<file path="config.mk">
export PLATFORM = sky130hd
export DESIGN_NAME = cpu5_core
export DESIGN_NICKNAME = d
export VERILOG_FILES = /design/src/rtl/cpu5_pkg.sv /design/src/rtl/cpu5_regfile.sv /design/src/rtl/cpu5_hazard.sv /design/src/rtl/cpu5_ex12.sv /design/src/rtl/cpu5_core.sv
export SDC_FILE = /design/constraint.sdc
export NUM_CORES = 1
export LEC_CHECK = 0
export BUFFER_PORTS_ARGS = -buffer_cell sky130_fd_sc_hd__buf_2
export CAP_MARGIN = 10
export CORE_ASPECT_RATIO = 1.1
export CORE_MARGIN = 8
export CORE_UTILIZATION = 25
export DETAILED_ROUTE_END_ITERATION = 6
export GPL_TIMING_DRIVEN = 1
export SLEW_MARGIN = 10
export SYNTH_ARGS = -nofsm -noshare
export SYNTH_HDL_FRONTEND = slang
export SYNTH_SLANG_ARGS = --single-unit
</file>
<file path="constraint.sdc">
create_clock -name clk -period 5 [get_ports clk]
set_input_delay 0.75 -clock clk [delete_from_list [all_inputs] [get_ports clk]]
set_output_delay 0.75 -clock clk [all_outputs]
set_load 0.02 [all_outputs]
</file>
<file path="src/rtl/cpu5_pkg.sv">
`timescale 1ns/1ps
package cpu5_pkg;
    localparam int IW = 32;
    localparam int JW = 16;

    // member order follows instruction bits [31:24], MSB first
    typedef struct packed {
        logic swp8;
        logic swp4;
        logic sw;
        logic lw;
        logic add8;
        logic add4;
        logic bz;
        logic mov;
    } op_t;

    typedef enum logic [1:0] {SRC_FILE, SRC_NEAR, SRC_FAR} fwd_e;

    function automatic logic op_writes(op_t o);
        return o.mov | o.add4 | o.add8 | o.lw;
    endfunction

    function automatic logic op_reads(op_t o);
        return o.mov | o.bz | o.add4 | o.add8 | o.sw | o.swp4 | o.swp8;
    endfunction

    function automatic logic op_alu(op_t o);
        return o.mov | o.add4 | o.add8;
    endfunction

    function automatic logic op_store(op_t o);
        return o.sw | o.swp4 | o.swp8;
    endfunction
endpackage

</file>
<file path="src/rtl/cpu5_regfile.sv">
`timescale 1ns/1ps
module cpu5_regfile #(
    parameter int DW  = 16,
    parameter int RAW = 4
) (
    input  logic           clk,
    input  logic           rst_n,
    input  logic [RAW-1:0] rd_idx,
    output logic [DW-1:0]  rd_data,
    input  logic           wr_en,
    input  logic [RAW-1:0] wr_idx,
    input  logic [DW-1:0]  wr_data
);
    localparam int NREG = 1 << RAW;

    logic [DW-1:0] regs [NREG];

    always_ff @(posedge clk) begin
        if (!rst_n) begin
            for (int i = 0; i < NREG; i++) regs[i] <= '0;
        end else if (wr_en) begin
            regs[wr_idx] <= wr_data;
        end
    end

    // write-first: a same-cycle write is visible to the decode read
    always_comb begin
        if (wr_en && (wr_idx == rd_idx)) rd_data = wr_data;
        else                             rd_data = regs[rd_idx];
    end
endmodule

</file>
<file path="src/rtl/cpu5_hazard.sv">
`timescale 1ns/1ps
module cpu5_hazard
    import cpu5_pkg::*;
#(
    parameter int RAW = 4
) (
    input  logic           id_reads,
    input  logic           id_bz,
    input  logic           id_sw,
    input  logic [RAW-1:0] id_rx,
    input  logic           ex_wr,
    input  logic           ex_mov,
    input  logic           ex_lw,
    input  logic [RAW-1:0] ex_rr,
    input  logic           mem_wr,
    input  logic           mem_lw,
    input  logic [RAW-1:0] mem_rr,
    output logic           xm_ex,
    output logic           xm_mem,
    output fwd_e           bz_sel,
    output logic           stall
);
    logic ex_hit, mem_hit, hold_bz, hold_use;

    assign xm_ex   = (id_rx == ex_rr);
    assign xm_mem  = (id_rx == mem_rr);
    assign ex_hit  = xm_ex & ex_wr;
    assign mem_hit = xm_mem & mem_wr;

    // branch needs its operand in decode: only a copy in execute or
    // an arithmetic result in the memory stage can be forwarded
    assign hold_bz  = id_bz & ((ex_hit & ~ex_mov) | (~ex_hit & mem_hit & mem_lw));
    // a plain store collects load data later, in the memory stage
    assign hold_use = id_reads & ~id_bz & ~id_sw & ex_hit & ex_lw;
    assign stall    = hold_bz | hold_use;

    always_comb begin
        if (ex_hit)       bz_sel = SRC_NEAR;
        else if (mem_hit) bz_sel = SRC_FAR;
        else              bz_sel = SRC_FILE;
    end
endmodule

</file>
<file path="src/rtl/cpu5_ex12.sv">
`timescale 1ns/1ps
module cpu5_ex12
    import cpu5_pkg::*;
#(
    parameter int DW    = 16,
    parameter int STEP  = 4,
    parameter int NSTEP = 2
) (
    input  logic [DW-1:0]                  opnd,
    input  logic                           near_hit,
    input  logic [DW-1:0]                  near_val,
    input  logic                           far_hit,
    input  logic [DW-1:0]                  far_val,
    input  logic [$clog2(NSTEP+1)-1:0]     steps,
    output logic [DW-1:0]                  result
);
    localparam int CW = $clog2(NSTEP+1);

    fwd_e          sel;
    logic [DW-1:0] chain [NSTEP+1];

    always_comb begin
        if (near_hit)     sel = SRC_NEAR;
        else if (far_hit) sel = SRC_FAR;
        else              sel = SRC_FILE;
        unique case (sel)
            SRC_NEAR: chain[0] = near_val;
            SRC_FAR:  chain[0] = far_val;
            default:  chain[0] = opnd;
        endcase
    end

    for (genvar k = 0; k < NSTEP; k++) begin : g_inc
        logic skip;
        assign skip       = (CW'(k) >= steps);
        assign chain[k+1] = skip ? chain[k] : chain[k] + DW'(STEP);
    end

    assign result = chain[NSTEP];
endmodule

</file>
<file path="src/rtl/cpu5_core.sv">
`timescale 1ns/1ps
module cpu5_core
    import cpu5_pkg::*;
#(
    parameter int DW    = 16,
    parameter int RAW   = 4,
    parameter int STEP  = 4,
    parameter int NSTEP = 2
) (
    input  logic          clk,
    input  logic          rst_n,
    output logic [JW-1:0] imem_addr,
    input  logic [IW-1:0] imem_rdata,
    output logic [JW-1:0] dmem_addr,
    output logic [DW-1:0] dmem_wdata,
    input  logic [DW-1:0] dmem_rdata,
    output logic          dmem_rd,
    output logic          dmem_wr
);
    localparam int SCW = $clog2(NSTEP+1);

    // fetch
    logic [JW-1:0] pc;
    // decode
    logic [IW-1:0] id_ir;
    op_t           id_op;
    logic [RAW-1:0] id_rr, id_rx;
    logic [JW-1:0] id_j;
    logic [DW-1:0] rf_q, bz_val;
    logic          xm_ex, xm_mem, stall, taken;
    fwd_e          bz_sel;
    // execute
    op_t           ex_op;
    logic [RAW-1:0] ex_rr, ex_rx;
    logic [JW-1:0] ex_j;
    logic [DW-1:0] ex_opnd, ex_res;
    logic          ex_xm_mem, ex_xm_wb;
    logic [SCW-1:0] ex_steps;
    // memory
    op_t           mem_op;
    logic [RAW-1:0] mem_rr;
    logic [JW-1:0] mem_j;
    logic [DW-1:0] mem_res, mem_sdata;
    logic          mem_xm_wb;
    // write-back
    logic          wb_wr, wb_lw;
    logic [RAW-1:0] wb_rr;
    logic [DW-1:0] wb_res, wb_ld, wb_data;
    logic          unused_bits;

    assign imem_addr = pc;
    assign id_op     = op_t'(id_ir[31:24]);
    assign id_rr     = id_ir[20 +: RAW];
    assign id_rx     = id_ir[16 +: RAW];
    assign id_j      = id_ir[JW-1:0];
    assign wb_data   = wb_lw ? wb_ld : wb_res;

    cpu5_regfile #(.DW(DW), .RAW(RAW)) u_rf (
        .clk(clk), .rst_n(rst_n),
        .rd_idx(id_rx), .rd_data(rf_q),
        .wr_en(wb_wr), .wr_idx(wb_rr), .wr_data(wb_data)
    );

    cpu5_hazard #(.RAW(RAW)) u_hdu (
        .id_reads(op_reads(id_op)), .id_bz(id_op.bz), .id_sw(id_op.sw), .id_rx(id_rx),
        .ex_wr(op_writes(ex_op)), .ex_mov(ex_op.mov), .ex_lw(ex_op.lw), .ex_rr(ex_rr),
        .mem_wr(op_writes(mem_op)), .mem_lw(mem_op.lw), .mem_rr(mem_rr),
        .xm_ex(xm_ex), .xm_mem(xm_mem), .bz_sel(bz_sel), .stall(stall)
    );

    // branch operand: execute-stage copy, then memory-stage result, then file
    always_comb begin
        unique case (bz_sel)
            SRC_NEAR: bz_val = ex_res;
            SRC_FAR:  bz_val = mem_res;
            default:  bz_val = rf_q;
        endcase
    end
    assign taken = id_op.bz & ~stall & (bz_val == '0);

    always_ff @(posedge clk) begin
        if (!rst_n)     pc <= '0;
        else if (taken) pc <= id_j;
        else if (!stall) pc <= pc + JW'(1);
    end

    always_ff @(posedge clk) begin
        if (!rst_n || taken) id_ir <= '0;
        else if (!stall)     id_ir <= imem_rdata;
    end

    always_ff @(posedge clk) begin
        if (!rst_n || stall) ex_op <= '0;
        else                 ex_op <= id_op;
        if (!rst_n) begin
            ex_rr <= '0; ex_rx <= '0; ex_j <= '0; ex_opnd <= '0;
            ex_xm_mem <= 1'b0; ex_xm_wb <= 1'b0;
        end else begin
            ex_rr     <= id_rr;
            ex_rx     <= id_rx;
            ex_j      <= id_j;
            ex_opnd   <= rf_q;
            ex_xm_mem <= xm_ex;   // execute producer moves on to memory
            ex_xm_wb  <= xm_mem;  // memory producer moves on to write-back
        end
    end

    always_comb begin
        if (ex_op.add8 | ex_op.swp8)      ex_steps = SCW'(NSTEP);
        else if (ex_op.add4 | ex_op.swp4) ex_steps = SCW'(1);
        else                              ex_steps = '0;
    end

    cpu5_ex12 #(.DW(DW), .STEP(STEP), .NSTEP(NSTEP)) u_ex (
        .opnd(ex_opnd),
        .near_hit(ex_xm_mem & op_alu(mem_op)), .near_val(mem_res),
        .far_hit(ex_xm_wb & wb_wr),            .far_val(wb_data),
        .steps(ex_steps), .result(ex_res)
    );

    always_ff @(posedge clk) begin
        if (!rst_n) begin
            mem_op <= '0; mem_rr <= '0; mem_j <= '0; mem_res <= '0; mem_xm_wb <= 1'b0;
        end else begin
            mem_op    <= ex_op;
            mem_rr    <= ex_rr;
            mem_j     <= ex_j;
            mem_res   <= ex_res;
            mem_xm_wb <= ex_xm_mem;
        end
    end

    // late store-data forwarding for a plain store
    assign mem_sdata  = (mem_op.sw & mem_xm_wb & wb_wr) ? wb_data : mem_res;
    assign dmem_addr  = mem_j;
    assign dmem_wdata = mem_sdata;
    assign dmem_wr    = op_store(mem_op);
    assign dmem_rd    = mem_op.lw;
    assign unused_bits = ^{mem_op.bz, ex_rx};

    always_ff @(posedge clk) begin
        if (!rst_n) begin
            wb_wr <= 1'b0; wb_lw <= 1'b0; wb_rr <= '0; wb_res <= '0; wb_ld <= '0;
        end else begin
            wb_wr  <= op_writes(mem_op);
            wb_lw  <= mem_op.lw;
            wb_rr  <= mem_rr;
            wb_res <= mem_res;
            wb_ld  <= dmem_rdata;
        end
    end

    a_r1_fetch_restart: assert property (@(posedge clk) disable iff (!rst_n)
        $rose(rst_n) |-> imem_addr == '0);
    a_r4_branch_redirect: assert property (@(posedge clk) disable iff (!rst_n)
        taken |=> imem_addr == $past(id_j));
    a_r7_pc_holds: assert property (@(posedge clk) disable iff (!rst_n)
        stall |=> imem_addr == $past(imem_addr));
    a_r7_no_load_use_in_ex: assert property (@(posedge clk) disable iff (!rst_n)
        !(op_reads(ex_op) && !ex_op.sw && ex_xm_mem && mem_op.lw));
    a_r10_strobes_exclusive: assert property (@(posedge clk) disable iff (!rst_n)
        $onehot0({dmem_rd, dmem_wr}));
endmodule

</file>
==> results.md <==
- Core area: 74600 um^2
- Clock Power Share: a little under two fifths
- Startpoint Class: flip-flop
- First-pass GRT wire length: 82100 um
- Seq/Total Area, Yosys: 59.8%
- Synthesized flop and latch total: about 440
- Rows: roughly 110
- Pre-antenna DRT Iters: 5
- Status: completed
- Worst skew pair latency: 570 ps
- Top cell type by total area after synthesis: edfxtp_1
- Detailed placer's ending HPWL: ~36000 um
- CP max stage cell: or4_1
- Clk slew on worst S/H paths: 60 ps
- H-tree depth: 2
- Pin count of the biggest net entering global routing: 79
- Leakage power: between 7 and 8 nW
- Vias: 13300
- Die Height: 304 um
- Max Root-Sink Buffers: 3
- CP max stage delay: between 400 and 500 ps
- Syn nets: 1718
- Post-synth top flop: edfxtp_1
- Worst Reg2Reg Path Length in Cells: 17
- Syn_area_per_cell: 11.3 um^2
- Crit share post-route: 93.5%
- Placer Congestion: ~0.90
- Final hold vios: 0
- Number of global-route vias before repair: 13500
- Routed Antenna Nets: 0
- Req. time, crit path: between 5000 and 6000 ps
- Worst hold path class: input port to flip-flop
- NetSw: about 2.0 mW
- Final core utilization: roughly 29%
- Fin Setup TNS: 0 ps
- WS Path Type: flip-flop to flip-flop
- Clock sinks: 435
- Pins Over Slew Limit: 0
- Area growth, synth to finish: 15.7%
- Sw Share: approximately 25%
- Starting DRT DRC Count: 1106
- Cts bufs inserted: 41
- Number of flops mapped to enable cells by yosys: between 200 and 300
- Power Dens Cells: 364 nW/um^2
- CP arrival: 5100 ps
- CTS tree: built
- Most used cell, CP: o31a_1
- Synth warn: 0
- Cells along the critical path: o31a_1 -> a211oi_1 -> a21o_1 -> ha_1 -> o41a_1 -> a311o_1 -> o31ai_1 -> nor3_2 -> o2111ai_1 -> o31a_1 -> or4_1 -> a22oi_1 -> a41o_1 -> buf_12 -> or2_1 -> buf_4 -> a21oi_1
- DRC: 0
- Reg2Reg Setup Slack: 330 ps
- Overall power: just under 8 mW
- Netlist cell types: between 70 and 80
- Yosys top cell area share: around two fifths
- Crit Path Max Fanout: 37
- Sink of the worst hold path: wb_ld[3]$_SDFF_PN0_
- I/O pin total: 100
- RR Startpoint: mem_op[2]$_SDFF_PN0_
- Fin crit period: 4670 ps
- Number of port buffers: 99
- Root Driver: clkbuf_16
- Sequential Power Share: 51.2%
- Final WL: 53700 um
- Die area: 84400 um^2
- Unrepaired setup endpoints after global routing: no
- Setup-failing EPs final: 0
- Global route overflow: 0
- Skew final: 23.7 ps
- Nets@finish: 1783
- Diodes inserted: 0
- Slew margin rel.: 21.8%
- Max Cap Viol: 0
- Layout cell share with drive strength beyond 1: about 18%
- Hold-fix buffers, CTS: 0
- Synth top area cells: edfxtp_1 41%, dfxtp_1 19%, nor2_1 6.3%
- Logic pwr share: 10.7%
- Hold-critical path depth: 2
- Initial Utilization: 25.2%
- Crit end category: flip-flop
- CP top delay family: compound AO/OA/AOI/OAI gates
- Total GRT Usage: around an eighth
- Wire per inst: just under 20 um
- Post-Synthesis Cells: approximately 1700
- Initial antenna violation count: 0
- Int Pwr: a little under 6 mW
- Avg Vias per Cell: 4.89
- Fmax achieved: 214 MHz
- Post-synthesis async set-or-reset flop share: 0%
- Actual slew at the worst max-slew pin: 1160 ps
- Peak supply drop: roughly 0.25 mV
- Hold Crit Start: dmem_rdata[3]
- CP Buf/Inv Count: 2
- Mapped cell area: 18800 um^2
- Die Wd: 278 um
## layout by cell type, fill, tap and decap left out, types with 18 or more instances in the layout
cell type	n
dfxtp_1	176
o21ai_0	25
nor3_1	18
edfxtp_1	256
mux4_2	48
and2_1	94
and3_1	26
nor2_1	316
a21oi_1	75
mux2i_1	39
buf_4	56
clkbuf_16	41
a22oi_1	26
nand3_1	26
nand2_1	147
mux2_2	18
buf_2	98
a211oi_1	23
## worst register-to-register path: cells and delay by family (launching register included)
| family | cells | cell delay, ps |
|---|---|---|
| AO/OA/AOI/OAI | 11 | 2670 |
| flip-flops | 1 | 330 |
| AND/OR/NAND/NOR | 3 | 870 |
| buffers and inverters | 2 | 440 |
| adder cells (fa/ha/maj) | 1 | 230 |
## Yosys cell counts (all sizes together) (16+ instances only)
cell type and count:
nor3 19, mux2 18, and2 95, edfxtp 256, mux2i 55, a21oi 76
mux4 48, o21ai 27, and3 26, dfxtp 179, buf 38, a22oi 26
nor2 316, xor2 16, nand2 147, a21o 17, clkbuf 97, a211oi 23
nand3 26
## power groups by stage
stage	Clock, mW	Combinational, mW	Sequential (mW)
after floorplan	0	0.562	4.09
after global placement	0	0.841	4.13
after detailed placement	0	0.847	4.14
after CTS	3.07	0.851	4.06
after global routing	3.19	0.918	4.08
final	3.02	0.850	4.06
## area by class of cell
type,count,area [um^2]
Fill cell,7683,52800
Sequential cell,435,11300
Multi-Input combinational cell,1091,7030
Tap cell,963,1200
Clock buffer,51,1070
Timing Repair Buffer,157,971
Clock inverter,25,206
Inverter,4,15.0
## how the worst max path moves through the flow
| stage | cells after the start | slack [ps] | start | to |
|---|---|---|---|---|
| after floorplan | 23 | 120 | mem_op[2]$_SDFF_PN0_ | imem_addr[10]$_SDFFE_PN0P_ |
| after global placement | 19 | 300 | ex_xm_wb$_SDFF_PN0_ | flip-flop |
| after detailed placement | 17 | 210 | mem_op[2]$_SDFF_PN0_ | flip-flop |
| after CTS | 19 | 160 | ex_xm_wb$_SDFF_PN0_ | flip-flop |
| after global routing | 18 | 1 | mem_op[2]$_SDFF_PN0_ | flip-flop |
| final | 17 | 330 | mem_op[2]$_SDFF_PN0_ | flip-flop |
## registers in the layout, indices dropped and copies added (netlist names), named ones only
signal / flops
dmem_addr: 16
imem_addr: 16
mem_res: 16
ex_xm_mem: 1
ex_op: 7
id_ir: 32
wb_wr: 1
wb_res: 16
wb_lw: 1
wb_rr: 4
dmem_rd: 1
ex_xm_wb: 1
u_rf.regs: 256
mem_op: 6
wb_ld: 16
ex_rr: 4
mem_rr: 4
mem_xm_wb: 1
ex_opnd: 16
ex_j: 16
## stage by stage
stage	instance area, um^2	cells	setup WS (ps)	hold slack (ps)
finish	21800	2726	325	389
global placement	20500	2646	295	414
global route	21800	2726	1.38	389
detailed placement	20500	2646	213	422
floorplan	18800	1665	122	412
CTS	21800	2722	158	373
## layer usage
layer	routed length, um	GRT usage [%]	part of all wire, %	vias to the layer above
li1	-	-	-	6090
met1	21800	15.0	41	6657
met2	27300	22.3	51	493
met3	2900	1.36	5.4	99
met4	1600	3.75	3.0	0
met5	0	0	0	-
## kinds of logic after synthesis
family | after synthesis | synth area share (%)
DFF | 435 | 59.8
and+or+nand+nor | 704 | 17.3
adders and majority gates | 3 | 0.199
buffers and inverters | 139 | 3.20
xor gates and xnor gates | 21 | 0.977
muxes | 121 | 9.74
AOI/OAI and AO/OA | 242 | 8.79
## timing repair
action                                  CTS  global route
gates resized for setup                   0             1
endpoints found under the setup margin    0            42
buffers inserted                          0             4
No activity file was read; power rests on OpenSTA's default activity.
